**config.mk**
```make
export PLATFORM = sky130hd
export DESIGN_NAME = mmd_divider
export DESIGN_NICKNAME = d
export VERILOG_FILES = /design/src/rtl/mmd_pkg.sv /design/src/rtl/mmd_prescaler.sv /design/src/rtl/mmd_cell.sv /design/src/rtl/mmd_resync.sv /design/src/rtl/mmd_divider.sv
export SDC_FILE = /design/constraint.sdc
export NUM_CORES = 1
export LEC_CHECK = 0
export CORE_MARGIN = 2
export CORE_UTILIZATION = 45
export CTS_BUF_LIST = sky130_fd_sc_hd__clkbuf_16
export DETAILED_ROUTE_END_ITERATION = 8
export GPL_ROUTABILITY_DRIVEN = 0
export PLACE_DENSITY_LB_ADDON = 0.25
export SLEW_MARGIN = 30
export SYNTH_ARGS = -nofsm -noshare
export SYNTH_HDL_FRONTEND = slang
export SYNTH_SLANG_ARGS = --single-unit
```
**constraint.sdc**
```tcl
create_clock -name clk_i -period 3 [get_ports clk_i]
set_clock_uncertainty 0.2 [all_clocks]
set_input_delay 0.6 -clock clk_i [delete_from_list [all_inputs] [get_ports clk_i]]
set_output_delay 0.6 -clock clk_i [all_outputs]
set_load 0.01 [all_outputs]
```
**src/rtl/mmd_pkg.sv**
```systemverilog
package mmd_pkg;
  typedef logic [1:0] cell_cnt_t;

  function automatic int unsigned ratio_of(input int unsigned n_cells, input int unsigned word);
    return 2 * ((1 << n_cells) + word);
  endfunction
endpackage

```
**src/rtl/mmd_prescaler.sv**
```systemverilog
module mmd_prescaler (
  input  logic clk_i,
  input  logic rst_ni,
  output logic tick_o
);
  logic ps_q;

  always_ff @(posedge clk_i or negedge rst_ni) begin
    if (!rst_ni) ps_q <= 1'b0;
    else         ps_q <= ~ps_q;
  end

  assign tick_o = ps_q;


  ps_alternate_chk: assert property (@(posedge clk_i) disable iff (!rst_ni)
    ps_q |=> !ps_q);
endmodule

```
**src/rtl/mmd_cell.sv**
```systemverilog
module mmd_cell
  import mmd_pkg::*;
(
  input  logic clk_i,
  input  logic rst_ni,
  input  logic tick_i,
  input  logic swallow_en_i,
  input  logic mod_i,
  output logic tick_o,
  output logic mod_o,
  output logic term_o
);
  cell_cnt_t cnt_q;
  cell_cnt_t last;

  // divide by three only in the sub-cycle flagged by the next stage
  assign last   = (swallow_en_i && mod_i) ? 2'd2 : 2'd1;
  assign term_o = (cnt_q == last);
  assign tick_o = tick_i && term_o;
  assign mod_o  = mod_i && term_o;

  always_ff @(posedge clk_i or negedge rst_ni) begin
    if (!rst_ni)     cnt_q <= '0;
    else if (tick_i) cnt_q <= term_o ? 2'd0 : cnt_q + 2'd1;
  end


  cnt_range_chk: assert property (@(posedge clk_i) disable iff (!rst_ni)
    cnt_q != 2'd3);


  swallow_once_chk: assert property (@(posedge clk_i) disable iff (!rst_ni)
    (cnt_q == 2'd2) |-> (swallow_en_i && mod_i));
endmodule

```
**src/rtl/mmd_resync.sv**
```systemverilog
module mmd_resync #(
  parameter int unsigned NUM_CELLS = 3
) (
  input  logic                 clk_i,
  input  logic                 rst_ni,
  input  logic                 set_i,
  input  logic [NUM_CELLS-1:0] term_i,
  output logic                 q_o
);
  localparam logic [NUM_CELLS-1:0] CLR_STATE = {{(NUM_CELLS-1){1'b1}}, 1'b0};

  logic q_q;

  always_ff @(posedge clk_i or negedge rst_ni) begin
    if (!rst_ni)                  q_q <= 1'b0;
    else if (set_i)               q_q <= 1'b1;
    else if (term_i == CLR_STATE) q_q <= 1'b0;
  end

  assign q_o = q_q;


  rise_on_terminal_chk: assert property (@(posedge clk_i) disable iff (!rst_ni)
    $rose(q_q) |-> $past(set_i));


  clear_before_end_chk: assert property (@(posedge clk_i) disable iff (!rst_ni)
    (term_i == CLR_STATE) |=> !q_q);
endmodule

```
**src/rtl/mmd_divider.sv**
```systemverilog
module mmd_divider #(
  parameter int unsigned NUM_CELLS = 3
) (
  input  logic                 clk_i,
  input  logic                 rst_ni,
  input  logic [NUM_CELLS-1:0] ratio_sel_i,
  output logic                 div_o
);
  logic                 pre_tick;
  logic [NUM_CELLS-1:0] ratio_q;
  logic [NUM_CELLS-1:0] tick_in;
  logic [NUM_CELLS-1:0] tick_out;
  logic [NUM_CELLS-1:0] mod_in;
  logic [NUM_CELLS-1:0] mod_out;
  logic [NUM_CELLS-1:0] term;
  logic                 period_end;

  mmd_prescaler u_pre (
    .clk_i  (clk_i),
    .rst_ni (rst_ni),
    .tick_o (pre_tick)
  );

  for (genvar k = 0; k < NUM_CELLS; k++) begin : g_cell
    if (k == 0) begin : g_first
      assign tick_in[k] = pre_tick;
    end else begin : g_next
      assign tick_in[k] = tick_out[k-1];
    end
    if (k == NUM_CELLS - 1) begin : g_last
      assign mod_in[k] = 1'b1;
    end else begin : g_mid
      assign mod_in[k] = mod_out[k+1];
    end

    mmd_cell u_cell (
      .clk_i        (clk_i),
      .rst_ni       (rst_ni),
      .tick_i       (tick_in[k]),
      .swallow_en_i (ratio_q[k]),
      .mod_i        (mod_in[k]),
      .tick_o       (tick_out[k]),
      .mod_o        (mod_out[k]),
      .term_o       (term[k])
    );
  end

  assign period_end = tick_out[NUM_CELLS-1];

  always_ff @(posedge clk_i or negedge rst_ni) begin
    if (!rst_ni)         ratio_q <= '0;
    else if (period_end) ratio_q <= ratio_sel_i;
  end

  mmd_resync #(.NUM_CELLS(NUM_CELLS)) u_resync (
    .clk_i  (clk_i),
    .rst_ni (rst_ni),
    .set_i  (mod_out[0]),
    .term_i (term),
    .q_o    (div_o)
  );


  ratio_hold_chk: assert property (@(posedge clk_i) disable iff (!rst_ni)
    !period_end |=> $stable(ratio_q));


  load_all_wrap_chk: assert property (@(posedge clk_i) disable iff (!rst_ni)
    period_end |-> (&term));
endmodule

```
==> impl_metrics.tcl, run 1 <==
set metrics [dict create \
    cp.arrival_ns 2.47 \
    post_cts_resized 0 \
    row_count 12 \
    netlist_top_cells_count "11 x dfrtp_1, 4 x inv_1, 4 x nand3b_1, 4 x o21ai_0" \
    post_cts_buffers 0 \
    fp.dieH_um 40.1 \
    ant_nets 0 \
    cts_tree "yes" \
    peakVddDrop_mv 0.468 \
    yosysSeqAreaShare_pct 47.0 \
    numCtsBuffers 3 \
    pwr-share-clk_pct 40.3 \
    critPathMaxFanout 6 \
    synthTopCellsByArea "dfrtp_1 47%, mux2_2 5.8%, nand3b_1 5.1%, o21ai_0 3.4%, nand2b_1 3.2%" \
    tns_ns 0 \
    clk_pin_slew_ns 0.04 \
    yosys.cell_count.top_type "dfrtp_1" \
    hpwlAfterDp_um 746 \
    ys_ff_latch 11 \
    yosysUniqueCellTypes 26 \
    max_freq_mhz 393 \
    viasPerCell 5.51 \
    outcome "finished clean" \
    vias 430 \
    synth_top_area_share_pct 47.0 \
    drive_above_1_share_pct 17.2 \
    die_area_mm2 0.00161 \
    grt_pass1_vias 414 \
    avgRoutedWirePerCell_um 13.2 \
    hp-class "flip-flop to flip-flop" \
    die_w_um 40.1 \
    pwr-share-seq_pct 35.5 \
    p_per_area_mw_per_mm2 797 \
    area_delta_synth_final_pct 26.3 \
    grt_pass1_wl_mm 1.75 \
    synth_cells 54 \
    hold_buffers 0 \
    maxCapViolCount 0 \
    synth_top_family_by_area "simple AND/OR/NAND/NOR gates" \
    power_leakage_uw 0.000313 \
    htreeDepth 1 \
    intPower_uw 438 \
    swShare_pct 25.8 \
    synth_area_leader_cell "dfrtp_1" \
    cts-root-buf "clkbuf_16" \
    avgSynthCellArea_um2 10.8 \
    combPwrFrac_pct 24.2 \
    worst_slew_pin_slew_ns 0.521 \
    wirelength_mm 1.03 \
    antenna_cells 0 \
    io_buffers 5 \
    grt_max_degree 12 \
    p_sw_uw 152 \
    finalHoldViolations 0 \
    clk_path_buf_depth 2 \
    antenna_found_initial 0 \
    clk_latency_ns 0.24 \
    synth_fa_ha_area_share_pct 0 \
    startpoint_type "flip-flop" \
    start_util_pct 50.6 \
    grt.total_usage_pct 16.8 \
    rsz0062_at_grt "false" \
    synth_enable_flop_cells 0 \
    synth.area.mux_share_pct 10.0 \
    setup_violations 0 \
    core_mm2 0.00116 \
    crit_required_ns 2.92 \
    overflow 0 \
    yosys.area_share.simple_pct 20.1 \
    drv_slew 0 \
    synth-main-ff-cell "dfrtp_1" \
    holdWs_ns 0.307 \
    nNetsFinal 70 \
    yosys_warnings 0 \
    fin_crit_sh_pct 84.9 \
    yosys.area_share.xor_xnor_pct 1.50 \
    drc 0 \
    place_inst 74 \
    min_period_ns 2.55 \
    synth_compound_area_share_pct 18.8 \
    first_iter_violations 4 \
    stdcell_count 78 \
    synth_area_um2 586 \
    worstSetupPathType "flip-flop to flip-flop" \
    cts.sinks 11 \
    ios 6 \
    synthArstFlopShare_pct 100 \
    syn-num-nets 59 \
    cp-end-kind "flip-flop" \
    dr.pass1.iters 3 \
    max_slew_margin_pct 65.2 \
]
cells in the final DEF, fill, tap and decap left out, types with 2 or more instances in the layout:
master	count
dfrtp_1	11
inv_1	5
clkdlybuf4s50_1	5
nand3b_1	4
o21ai_0	4
nand2b_1	3
nor2_1	3
mux2_2	3
clkbuf_16	3
or3b_1	2
a21boi_0	2
o31ai_1	2
critical path: stages (launching register included):
cell and delay (ns):
dfrtp_1 0.42, or3b_1 0.44, a21boi_0 0.42, mux2_2 0.41
or2_1 0.24, mux2_4 0.30
final cells by class:
| class | count | area (um^2) |
|---|---|---|
| Inverter | 4 | 15.0 |
| Clock inverter | 1 | 3.75 |
| Tap cell | 14 | 17.5 |
| Sequential cell | 11 | 275 |
| Multi-Input combinational cell | 39 | 295 |
| Timing Repair Buffer | 6 | 57.6 |
| Clock buffer | 3 | 75.1 |
| Fill cell | 99 | 417 |
power groups by stage:
stage | registers, uW | clock network (uW) | logic, uW
6_report | 210 | 237 | 143
5_1_grt | 215 | 249 | 159
4_1_cts | 209 | 240 | 145
3_5_place_dp | 210 | 0 | 144
3_3_place_gp | 209 | 0 | 142
2_1_floorplan | 206 | 0 | 102
path summary, 6_finish.rpt:
path / slack [ns] / depth (start not counted) / end / from
setup / recovery: 0.45 / 5 / g_cell[2].u_cell.cnt_q[0] / ratio_q[2]
hold / removal: 0.31 / 1 / u_resync.q_o / u_resync.q_o
setup reg to reg: 0.45 / 5 / g_cell[2].u_cell.cnt_q[0] / ratio_q[2]
hold reg to reg: 0.31 / 1 / u_resync.q_o / u_resync.q_o
max in group asynchronous: 1.74 / 1 / u_resync.q_o / rst_ni
min in group asynchronous: 0.51 / 1 / u_pre.tick_o / rst_ni
per-stage QoR:
stage | util (%) | instance area (um^2) | total power (uW) | worst slack, ns
6_report | 64.0 | 739 | 590 | 0.453
5_1_grt | 64.0 | 739 | 622 | 0.336
4_1_cts | 64.0 | 739 | 594 | 0.451
3_5_place_dp | 57.1 | 661 | 354 | 0.465
3_3_place_gp | 57.1 | 661 | 351 | 0.525
2_1_floorplan | - | 586 | 308 | 0.596
routing by layer:
layer  global-route usage [%]  vias to the layer above  wire, um
li1                         -                      220         -
met5                        0                        -         0
met3                     3.33                        2        18
met2                     25.0                        7       475
met4                     11.2                        0        19
met1                     21.7                      201       518
logic make-up (layout without fill, tap and decap cells):
| group | Yosys count | count (layout) |
|---|---|---|
| simple gates | 18 | 18 |
| compound gates | 15 | 15 |
| flops | 11 | 11 |
| mux | 5 | 5 |
| buf+inv | 4 | 14 |
| xor+xnor | 1 | 1 |
registers in the layout, indices dropped and copies added (netlist names):
register,cells
g_cell.u_cell.cnt_q,6
ratio_q,3
u_pre.tick_o,1
u_resync.q_o,1
Power figures use the tool's default switching activity.
==> inputs of run 2 (changes only) <==
clock period = 2.5 ns   (was 3 ns; I/O delays follow)
==> impl_metrics.tcl, run 2 (synthesis gave the netlist of run 1 again) <==
set metrics [dict create \
    hp-class "flip-flop to flip-flop" \
    clk_pin_slew_ns 0.04 \
    cts-root-buf "clkbuf_16" \
    max_stage_delay_ns 0.44 \
    top_register "g_cell.u_cell.cnt_q" \
    grt_max_degree 12 \
    reg2reg_depth 5 \
    crit_required_ns 2.42 \
    drv_slew 0 \
    power_leakage_uw 0.000319 \
    critPathMaxFanout 6 \
    peakVddDrop_mv 0.476 \
    ant_nets 0 \
    grt_pass1_vias 433 \
    clk_path_buf_depth 2 \
    viasPerCell 5.62 \
    cts.sinks 11 \
    startpoint_type "flip-flop" \
    hold_depth 1 \
    dpl_cell_area_um2 668 \
    finalHoldViolations 0 \
    p_per_area_mw_per_mm2 952 \
    maxCapViolCount 0 \
    hold_path_end "u_resync.q_o" \
    antenna_found_initial 0 \
    min_period_ns 2.40 \
    die_w_um 40.1 \
    core_mm2 0.00116 \
    largest_reg_flops 6 \
    drc 0 \
    cts_tree "yes" \
    grt.total_usage_pct 18.1 \
    cpMaxStageDelayCell "or3b_1" \
    tns_ns 0 \
    antenna_cells 0 \
    cp-end-kind "flip-flop" \
    reg2reg_slack_ns 0.10 \
    outcome "finished clean" \
    htreeDepth 1 \
    layout_commonest_cell "dfrtp_1" \
    overflow 0 \
    numCtsBuffers 3 \
    wirelength_mm 1.07 \
    drive_above_1_share_pct 18.5 \
    reg2reg_from "ratio_q[2]" \
    hpwlAfterDp_um 768 \
    worst_slew_pin_slew_ns 0.494 \
    avgRoutedWirePerCell_um 13.5 \
    die_area_mm2 0.00161 \
    rsz0062_at_grt "false" \
    path_delay_family "multiplexers" \
    io_buffers 5 \
    setup_violations 0 \
    area_delta_synth_final_pct 27.6 \
    cp_cell_sequence "or3b_1, a221oi_2, mux2i_1, or2_1, mux2_4" \
    start_util_pct 50.6 \
    fp.dieH_um 40.1 \
    worstHoldStart "u_resync.q_o" \
    final_area_um2 747 \
    final_cell_mix "11 x dfrtp_1, 5 x inv_1, 5 x clkdlybuf4s50_1, 4 x nand3b_1, 4 x o21ai_0" \
    cp.arrival_ns 2.31 \
    vias 444 \
    max_freq_mhz 417 \
    clk_latency_ns 0.24 \
    ios 6 \
    dr.pass1.iters 4 \
    nNetsFinal 71 \
    fin_crit_sh_pct 95.9 \
    r2r_end "g_cell[2].u_cell.cnt_q[0]" \
    hold_buffers 0 \
    row_count 12 \
    crit_buf_inv 0 \
    grt_pass1_wl_mm 1.79 \
    worstSetupPathType "flip-flop to flip-flop" \
    first_iter_violations 11 \
    max_slew_margin_pct 67.0 \
    reg_top3 "g_cell.u_cell.cnt_q (6), ratio_q (3)" \
]
run 2: cell count changes in the layout (fill, tap and decap cells not counted), sizes merged:
cell,previous run,this run
buf,1,2
run 2: worst max path at each step:
stage,endpoint,startpoint,cells after the start
global route,g_cell[2].u_cell.cnt_q[0],ratio_q[2],5
floorplan,g_cell[2].u_cell.cnt_q[0],ratio_q[2],5
finish,g_cell[2].u_cell.cnt_q[0],ratio_q[2],5
global placement,g_cell[2].u_cell.cnt_q[0],ratio_q[2],5
detailed placement,g_cell[2].u_cell.cnt_q[0],ratio_q[2],5
CTS,g_cell[2].u_cell.cnt_q[0],ratio_q[2],5
run 2: cell type report:
cell class	instances	area, um^2
Fill cell	88	409
Multi-Input combinational cell	39	295
Sequential cell	11	275
Clock buffer	3	75.1
Timing Repair Buffer	7	65.1
Tap cell	14	17.5
Inverter	4	15.0
Clock inverter	1	3.75
run 2: per-layer routing:
layer,track usage [%],vias to the layer above,wire length [um]
met3,3.33,5,26
met1,19.6,211,479
met2,30.2,8,523
met5,0,-,0
met4,15.5,0,37
li1,-,220,-
run 2: what timing repair did:
item                                   4_1_cts  5_1_grt
endpoints found under the hold margin        0        0
setup buffers                                0        0
setup endpoints to repair                    0        1
gates resized for setup                      0        1
run 2: power by group:
group	switching [uW]	internal, uW	leakage (uW)
registers	36.1	214	0.000127
logic	71.9	105	0.000150
clock network	74.3	209	0.0000423
total	182	529	0.000319
run 2: through the flow:
step	hold WS [ns]	instances	power (uW)	utilization [%]	worst slack [ns]
floorplan	0.00441	54	369	-	0.0960
global placement	0.301	75	423	57.8	0.157
detailed placement	0.299	75	429	57.8	0.101
CTS	0.308	79	716	64.6	0.0976
global route	0.317	79	751	64.6	0.00546
finish	0.303	79	711	64.6	0.103
==> inputs of run 3 (changes only) <==
ABC_AREA = 0   (was not set)
==> results of run 3 <==
The final DEF is identical to that of run 2; final timing and power are the same.
